`src/rtl/mant_add_pkg.sv`:
```
package mant_add_pkg;

  // Classification of one addition result.
  typedef enum logic [1:0] {
    RK_PASS  = 2'd0,
    RK_SHIFT = 2'd1,
    RK_OVF   = 2'd2
  } res_kind_e;

endpackage

```
`src/rtl/mant_sum_core.sv`:
```
module mant_sum_core #(
  parameter int MANT_W  = 64,
  parameter int GUARD_W = 8,
  parameter int SEG_W   = 32
) (
  input  logic [MANT_W-1:0]  a_mant,
  input  logic [GUARD_W-1:0] a_guard,
  input  logic [MANT_W-1:0]  b_mant,
  input  logic [GUARD_W-1:0] b_guard,
  output logic [MANT_W-1:0]  s_mant,
  output logic [GUARD_W-1:0] s_guard,
  output logic               carry_out
);
  localparam int NSEG = MANT_W / SEG_W;

  // Adds one mantissa segment with carry-in and returns {carry, sum}.
  function automatic logic [SEG_W:0] seg_add(input logic [SEG_W-1:0] x,
                                             input logic [SEG_W-1:0] y,
                                             input logic ci);
    return (SEG_W+1)'(x) + (SEG_W+1)'(y) + (SEG_W+1)'(ci);
  endfunction

  logic [NSEG:0] seg_cy;

  // The guard byte is added first; its carry starts the mantissa ripple.
  assign {seg_cy[0], s_guard} = (GUARD_W+1)'(a_guard) + (GUARD_W+1)'(b_guard);

  for (genvar g = 0; g < NSEG; g++) begin : g_seg
    assign {seg_cy[g+1], s_mant[g*SEG_W +: SEG_W]} =
      seg_add(a_mant[g*SEG_W +: SEG_W], b_mant[g*SEG_W +: SEG_W], seg_cy[g]);
  end

  assign carry_out = seg_cy[NSEG];
endmodule

```
`src/rtl/mant_renorm.sv`:
```
module mant_renorm
  import mant_add_pkg::*;
#(
  parameter int MANT_W  = 64,
  parameter int GUARD_W = 8,
  parameter int EXP_W   = 15
) (
  input  logic [MANT_W-1:0]  s_mant,
  input  logic [GUARD_W-1:0] s_guard,
  input  logic               carry,
  input  logic [EXP_W-1:0]   exp_in,
  output logic [MANT_W-1:0]  r_mant,
  output logic [GUARD_W-1:0] r_guard,
  output logic [EXP_W-1:0]   r_exp,
  output logic               ovf_evt,
  output logic               inx_evt
);
  localparam logic [EXP_W-1:0] EXP_MAX = '1;

  // Moves the mantissa right by one, inserting the carry as the new MSB.
  function automatic logic [MANT_W-1:0] shift_in_one(input logic [MANT_W-1:0] m);
    return {1'b1, m[MANT_W-1:1]};
  endfunction

  // Collapses the guard byte: shifted-out bit on top, sticky OR at bit 0.
  function automatic logic [GUARD_W-1:0] fold_guard(input logic lsb,
                                                    input logic [GUARD_W-1:0] gd);
    logic [GUARD_W-1:0] r;
    r = '0;
    r[GUARD_W-1] = lsb;
    r[0] = |gd;
    return r;
  endfunction

  logic [EXP_W-1:0] exp_inc;
  res_kind_e        kind;

  assign exp_inc = exp_in + EXP_W'(1);

  always_comb begin
    if (!carry)                 kind = RK_PASS;
    else if (exp_inc == EXP_MAX) kind = RK_OVF;
    else                        kind = RK_SHIFT;
  end

  always_comb begin
    r_mant  = s_mant;
    r_guard = s_guard;
    r_exp   = exp_in;
    ovf_evt = 1'b0;
    inx_evt = 1'b0;
    unique case (kind)
      RK_SHIFT: begin
        r_mant  = shift_in_one(s_mant);
        r_guard = fold_guard(s_mant[0], s_guard);
        r_exp   = exp_inc;
      end
      RK_OVF: begin
        r_mant  = '0;
        r_exp   = EXP_MAX;
        ovf_evt = 1'b1;
        inx_evt = |s_mant;
      end
      default: ;
    endcase
  end
endmodule

```
`src/rtl/sticky_flags.sv`:
```
module sticky_flags #(
  parameter int NFLAG = 2
) (
  input  logic             clk,
  input  logic             rst_n,
  input  logic             clr,
  input  logic [NFLAG-1:0] set,
  output logic [NFLAG-1:0] flags
);
  for (genvar i = 0; i < NFLAG; i++) begin : g_flag
    always_ff @(posedge clk) begin
      if (!rst_n)     flags[i] <= 1'b0;
      else if (set[i]) flags[i] <= 1'b1;
      else if (clr)    flags[i] <= 1'b0;
    end


    sticky_hold_chk: assert property (@(posedge clk) disable iff (!rst_n)
      flags[i] && !clr |=> flags[i]);


    flag_clear_chk: assert property (@(posedge clk) disable iff (!rst_n)
      clr && !set[i] |=> !flags[i]);
  end
endmodule

```
`src/rtl/mant_carry_adder.sv`:
```
module mant_carry_adder #(
  parameter int MANT_W  = 64,
  parameter int GUARD_W = 8,
  parameter int EXP_W   = 15,
  parameter int SEG_W   = 32
) (
  input  logic               clk,
  input  logic               rst_n,
  input  logic               in_valid,
  input  logic               flag_clr,
  input  logic [EXP_W-1:0]   exp_in,
  input  logic [MANT_W-1:0]  a_mant,
  input  logic [GUARD_W-1:0] a_guard,
  input  logic [MANT_W-1:0]  b_mant,
  input  logic [GUARD_W-1:0] b_guard,
  output logic               out_valid,
  output logic [MANT_W-1:0]  sum_mant,
  output logic [GUARD_W-1:0] sum_guard,
  output logic [EXP_W-1:0]   exp_out,
  output logic               ovf_flag,
  output logic               inx_flag
);
  localparam logic [EXP_W-1:0] EXP_MAX = '1;

  // Named internal events, shared by datapath and assertions.
  logic [MANT_W-1:0]  raw_mant;
  logic [GUARD_W-1:0] raw_guard;
  logic               carry_w;
  logic [MANT_W-1:0]  nx_mant;
  logic [GUARD_W-1:0] nx_guard;
  logic [EXP_W-1:0]   nx_exp;
  logic               ovf_evt_w;
  logic               inx_evt_w;
  logic [1:0]         flag_set;
  logic [1:0]         flag_q;

  mant_sum_core #(.MANT_W(MANT_W), .GUARD_W(GUARD_W), .SEG_W(SEG_W)) u_sum (
    .a_mant(a_mant), .a_guard(a_guard), .b_mant(b_mant), .b_guard(b_guard),
    .s_mant(raw_mant), .s_guard(raw_guard), .carry_out(carry_w)
  );

  mant_renorm #(.MANT_W(MANT_W), .GUARD_W(GUARD_W), .EXP_W(EXP_W)) u_renorm (
    .s_mant(raw_mant), .s_guard(raw_guard), .carry(carry_w), .exp_in(exp_in),
    .r_mant(nx_mant), .r_guard(nx_guard), .r_exp(nx_exp),
    .ovf_evt(ovf_evt_w), .inx_evt(inx_evt_w)
  );

  assign flag_set = {in_valid & inx_evt_w, in_valid & ovf_evt_w};

  sticky_flags #(.NFLAG(2)) u_flags (
    .clk(clk), .rst_n(rst_n), .clr(flag_clr), .set(flag_set), .flags(flag_q)
  );

  assign ovf_flag = flag_q[0];
  assign inx_flag = flag_q[1];

  always_ff @(posedge clk) begin
    if (!rst_n) begin
      out_valid <= 1'b0;
      sum_mant  <= '0;
      sum_guard <= '0;
      exp_out   <= '0;
    end else begin
      out_valid <= in_valid;
      if (in_valid) begin
        sum_mant  <= nx_mant;
        sum_guard <= nx_guard;
        exp_out   <= nx_exp;
      end
    end
  end


  valid_follow_chk: assert property (@(posedge clk) disable iff (!rst_n)
    in_valid |=> out_valid);

  valid_idle_chk: assert property (@(posedge clk) disable iff (!rst_n)
    !in_valid |=> !out_valid && $stable(sum_mant) && $stable(exp_out));

  pass_exp_chk: assert property (@(posedge clk) disable iff (!rst_n)
    in_valid && !carry_w |=> exp_out == $past(exp_in));

  shift_msb_chk: assert property (@(posedge clk) disable iff (!rst_n)
    in_valid && carry_w && !ovf_evt_w |=>
      sum_mant[MANT_W-1] && exp_out == $past(exp_in) + EXP_W'(1));

  guard_mid_chk: assert property (@(posedge clk) disable iff (!rst_n)
    in_valid && carry_w && !ovf_evt_w |=> sum_guard[GUARD_W-2:1] == '0);

  no_overflow_chk: assert property (@(posedge clk) disable iff (!rst_n)
    in_valid && ovf_evt_w |=> sum_mant == '0 && exp_out == EXP_MAX && ovf_flag);

  inexact_chk: assert property (@(posedge clk) disable iff (!rst_n)
    in_valid && ovf_evt_w && (raw_mant != '0) |=> inx_flag);

  inexact_needs_ovf_chk: assert property (@(posedge clk) disable iff (!rst_n)
    $rose(inx_flag) |-> ovf_flag);

  quiet_flags_chk: assert property (@(posedge clk) disable iff (!rst_n)
    !ovf_flag && !(in_valid && ovf_evt_w) |=> !ovf_flag && !inx_flag);
endmodule

```
`config.mk`:
```
export PLATFORM = sky130hd
export DESIGN_NAME = mant_carry_adder
export DESIGN_NICKNAME = d
export VERILOG_FILES = /design/src/rtl/mant_add_pkg.sv /design/src/rtl/mant_sum_core.sv /design/src/rtl/mant_renorm.sv /design/src/rtl/sticky_flags.sv /design/src/rtl/mant_carry_adder.sv
export SDC_FILE = /design/constraint.sdc
export NUM_CORES = 1
export LEC_CHECK = 0
export BUFFER_PORTS_ARGS = -buffer_cell sky130_fd_sc_hd__buf_2
export CAP_MARGIN = 40
export CORE_ASPECT_RATIO = 0.6
export CORE_MARGIN = 10
export CORE_UTILIZATION = 40
export DETAILED_ROUTE_END_ITERATION = 8
export HOLD_SLACK_MARGIN = 0.12
export PLACE_DENSITY = 0.68
export SLEW_MARGIN = 20
export SYNTH_ARGS = -nofsm -noshare
export SYNTH_HDL_FRONTEND = slang
export SYNTH_SLANG_ARGS = --single-unit
export TNS_END_PERCENT = 20
```
`constraint.sdc`:
```
create_clock -name clk -period 12.7 [get_ports clk]
set_input_delay 1.905 -clock clk [delete_from_list [all_inputs] [get_ports clk]]
set_output_delay 1.905 -clock clk [all_outputs]
set_load 0.005 [all_outputs]
```
==> impl.org <==
** Placement
- DP Worst Slack :: 2.371 ns
- Routability-driven placement finished with a final weighted congestion of 0.8829.
- The HPWL after detailed placement is 23930 um.
- Quantity of I/O buffers inserted on ports :: 252
- After detailed placement, the design holds a cell count of 1516.

** Routing
- Detailed routing placed a total of 11950 um of wire on met2.
- Summed over all nets, wire length on met3 after detailed routing comes to 2956 um.
- Top Metal Used :: met5
- For this run, the detailed router's first-pass iteration total came to 5.
- For this block, wires on met1 add up to 14180 um.
- Dividing the detail-routed via count by the number of cells gives 5.640.
- Number of vias after detailed routing :: 8663
- Starting DRC count in detailed routing :: 508
- Post-route ant nets :: 0
- After detailed routing, the total wire length is 29340 um.
- Wirelength per Cell :: 19.10 um
- Residual DRC count :: 0

** Synth
- Synthesis produced a netlist whose cell count is 1051.
- Post-Syn Nets :: 1291
- Post-synth top flop :: sky130_fd_sc_hd__dfxtp_1
- Flops & latches, synth :: 90
- Yosys warning count :: 0
- Post-synthesis instance area :: 0.007844 mm2
- Of the synthesized area, sequential elements account for 0.2297.
- Post-synth ARST share :: 0
- Library cells used by synthesis :: 64
- The synthesized design contains 0 enable-type register cells.
- Average instance area after synthesis :: 7.463 um2

** Floorplanning
- Height of the chip :: 128.5 um
- For this design the top-level I/O count stands at 253.
- The core region is 0.01913 mm2.
- Number of placement rows :: 39
- Overall die area :: 0.02579 mm2
- For this configuration, the core starts out at a cell density of 0.4101.
- Horizontal die dimension :: 200.8 um

** Setup path
- On the worst path, the slowest cell contributes a delay of 0.70 ns.
- Kind of end point of the critical path :: flip-flop
- Cell with the biggest individual delay on the critical path :: sky130_fd_sc_hd__o21ai_4
- Worst Path Max Fanout :: 32
- Start-to-end type of the worst setup path :: input pin to flip-flop
- The worst setup path is launched from an input pin.
- Arrival time at the worst endpoint :: 10.36 ns
- For the worst setup path, the data required time is 12.99 ns.

** Worst hold path
- Class of the tightest hold or removal check :: flip-flop to flip-flop

** Final layout
- Share of final-layout standard cells stronger than drive strength 1 :: 0.2277
- Relative to the synthesized area, the layout overhead comes to 22.73%.
- At the end of the flow, the number of nets in the layout was 1504.
- Measured on the finished design, the core utilization comes to 0.5033.
- Non-filler instance count after layout :: 1536

** Clocking
- The root buffer cell chosen for the clock tree is sky130_fd_sc_hd__clkbuf_16.
- # H-tree levels :: 3
- Total of hold buffers inserted after clock tree synthesis :: 0
- In this run, post-CTS repair resized a total of 0 instances.
- Clock-pin transition on the worst setup and hold timing paths :: 0.07 ns
- TritonCTS clock tree :: done
- In this run the deepest clock path goes through 2 buffers.
- # Post-CTS Setup Buffers :: 0
- Clock latency on the worst-skew pair, taken at its later pin, is 0.35 ns.
- In this run, CTS created clock tree buffers numbering 9.
- For this design, the sink count on the clock tree is 90.

** Timing
- Smallest setup slack after layout :: 2.630 ns
- At the pin with the least slew margin, the transition time is 0.8633 ns.
- Setup violations remaining at the end of the flow were counted as 0.
- RSZ-0062 raised after global routing :: false
- Shortest clock period the worst path allows after layout :: 10.07 ns
- Slew HR :: 0.4223
- Fin. Hold Viols :: 0
- Derived from the worst setup path, the maximum achievable clock frequency is 99.30 MHz.
- Number of slew-limit violations in the final report :: 0
- Setup clock skew after layout :: 0 ns
- Final hold slack :: 0.4697 ns
- Dividing the final minimum period by the clock period gives 0.7929.
- Post-Route Setup TNS :: 0 ns

** GRT
- Total routing usage reported by global routing :: 0.2190
- The number of global-route vias before repair was 8080.
- Antenna violations before repair :: 3
- The first global-routing pass estimated 45960 um of wire.
- Entering global routing, the biggest net connects 96 pins.
- Total overflow reported by the global router :: 0

** Run
- # Max-Cap Violations :: 0

** Pwr
- VDD IR max :: 0.06909 mV
- Pwr Density :: 107.8 mW/mm2
- The analysis attributes to cell leakage a power of 0.004364 uW.

** Status
- Outcome :: completed
[Yosys cell counts (all sizes together) (12+ instances only)]
library cell | count | area [um2]
clkbuf | 58 | 217.7
inv | 27 | 101.3
a211oi | 37 | 277.8
xor2 | 33 | 289.0
o21ai | 78 | 390.4
nand2 | 79 | 296.5
a21oi | 119 | 599.3
o211ai | 31 | 232.7
dfxtp | 90 | 1802
xnor2 | 44 | 385.4
nor2 | 115 | 431.7
nand2b | 12 | 75.07
nand3 | 39 | 195.2
nor3 | 24 | 120.1
or3 | 15 | 93.84
ha | 72 | 900.9
a21o | 20 | 150.1
nand4 | 15 | 93.84
[path summary, 6_finish.rpt]
| check | start | endpoint | slack [ns] | cells past startpoint |
|---|---|---|---|---|
| setup / recovery | a_guard[0] | sum_mant[56] | 2.63 | 40 |
| hold / removal | sum_guard[4] | sum_guard[4] | 0.47 | 2 |
| setup reg to reg | u_flags.flags[1] | u_flags.flags[1] | 10.14 | 10 |
| hold reg to reg | sum_guard[4] | sum_guard[4] | 0.47 | 2 |
[cell families after synthesis]
logic type                 after synthesis  synth area share
xor gates and xnor gates                77           0.08598
adders and majority gates               77            0.1276
DFF                                     90            0.2297
muxes                                    4          0.005264
buffers and inverters                   87           0.04179
and+or+nand+nor                        353            0.2168
AOI/OAI and AO/OA                      363            0.2929
[final cells by class]
cell class,count,area [um2]
tap,266,332.8
clock buffer,9,225.2
clock inverter,7,68.82
multi-input combinational,874,5736
fill,1992,9502
timing repair buffer,261,1355
inverter,28,105.1
sequential,90,1802
antenna,1,2.502
[per-stage QoR]
| step | area (um2) | total power, uW |
|---|---|---|
| 6_report | 9627 | 1038 |
| 5_1_grt | 9627 | 1106 |
| 4_1_cts | 9574 | 1035 |
| 3_5_place_dp | 9280 | 762.6 |
| 3_3_place_gp | 9276 | 758.8 |
| 2_1_floorplan | 7844 | 608.9 |
[flip-flops by register name, summed over array words and instances, names as in the netlist]
register,flops
out_valid,1
sum_mant,64
u_flags.flags,2
sum_guard,8
exp_out,15
[placed cells by master (no fill, tap or decap), types with 7 or more instances in the layout]
cell | synthesis | final
sky130_fd_sc_hd__buf_2 | 1 | 251
sky130_fd_sc_hd__a21oi_1 | 118 | 118
sky130_fd_sc_hd__nor2_1 | 115 | 114
sky130_fd_sc_hd__dfxtp_1 | 90 | 90
sky130_fd_sc_hd__nand2_1 | 79 | 79
sky130_fd_sc_hd__ha_1 | 72 | 72
sky130_fd_sc_hd__o21ai_0 | 65 | 64
sky130_fd_sc_hd__xnor2_1 | 44 | 44
sky130_fd_sc_hd__nand3_1 | 39 | 39
sky130_fd_sc_hd__a211oi_1 | 37 | 37
sky130_fd_sc_hd__xor2_1 | 33 | 33
sky130_fd_sc_hd__o211ai_1 | 31 | 31
sky130_fd_sc_hd__inv_1 | 26 | 26
sky130_fd_sc_hd__nor3_1 | 24 | 24
sky130_fd_sc_hd__a21o_1 | 20 | 20
sky130_fd_sc_hd__nand4_1 | 15 | 15
sky130_fd_sc_hd__or3_1 | 15 | 15
sky130_fd_sc_hd__o21ai_1 | 13 | 13
sky130_fd_sc_hd__nand2b_1 | 12 | 12
sky130_fd_sc_hd__and2_1 | 10 | 10
sky130_fd_sc_hd__a31oi_1 | 10 | 10
sky130_fd_sc_hd__clkbuf_16 | 0 | 9
sky130_fd_sc_hd__nor2b_1 | 7 | 7
sky130_fd_sc_hd__o21bai_1 | 7 | 7
sky130_fd_sc_hd__and3_1 | 7 | 7
sky130_fd_sc_hd__a22oi_1 | 7 | 7
[where the power goes]
part	switching, uW	total, uW	leakage (uW)	internal [uW]
registers	15.5	326	0.000747	310
clock network	132	271	0.000147	139
logic	267	441	0.00347	174
[worst max-delay path: cells and delay by family]
| kind | cells | cell delay (ns) |
|---|---|---|
| simple gates | 7 | 1.22 |
| fa+ha+maj | 6 | 1.85 |
| compound gates | 21 | 4.60 |
| buf+inv | 6 | 0.77 |
[per-layer routing]
| layer | vias up | global-route usage |
|---|---|---|
| li1 | 4292 | - |
| met1 | 4000 | 0.3172 |
| met5 | - | 0 |
| met2 | 356 | 0.3096 |
| met4 | 2 | 0.03723 |
| met3 | 13 | 0.07143 |
Power figures use the tool's default switching activity.
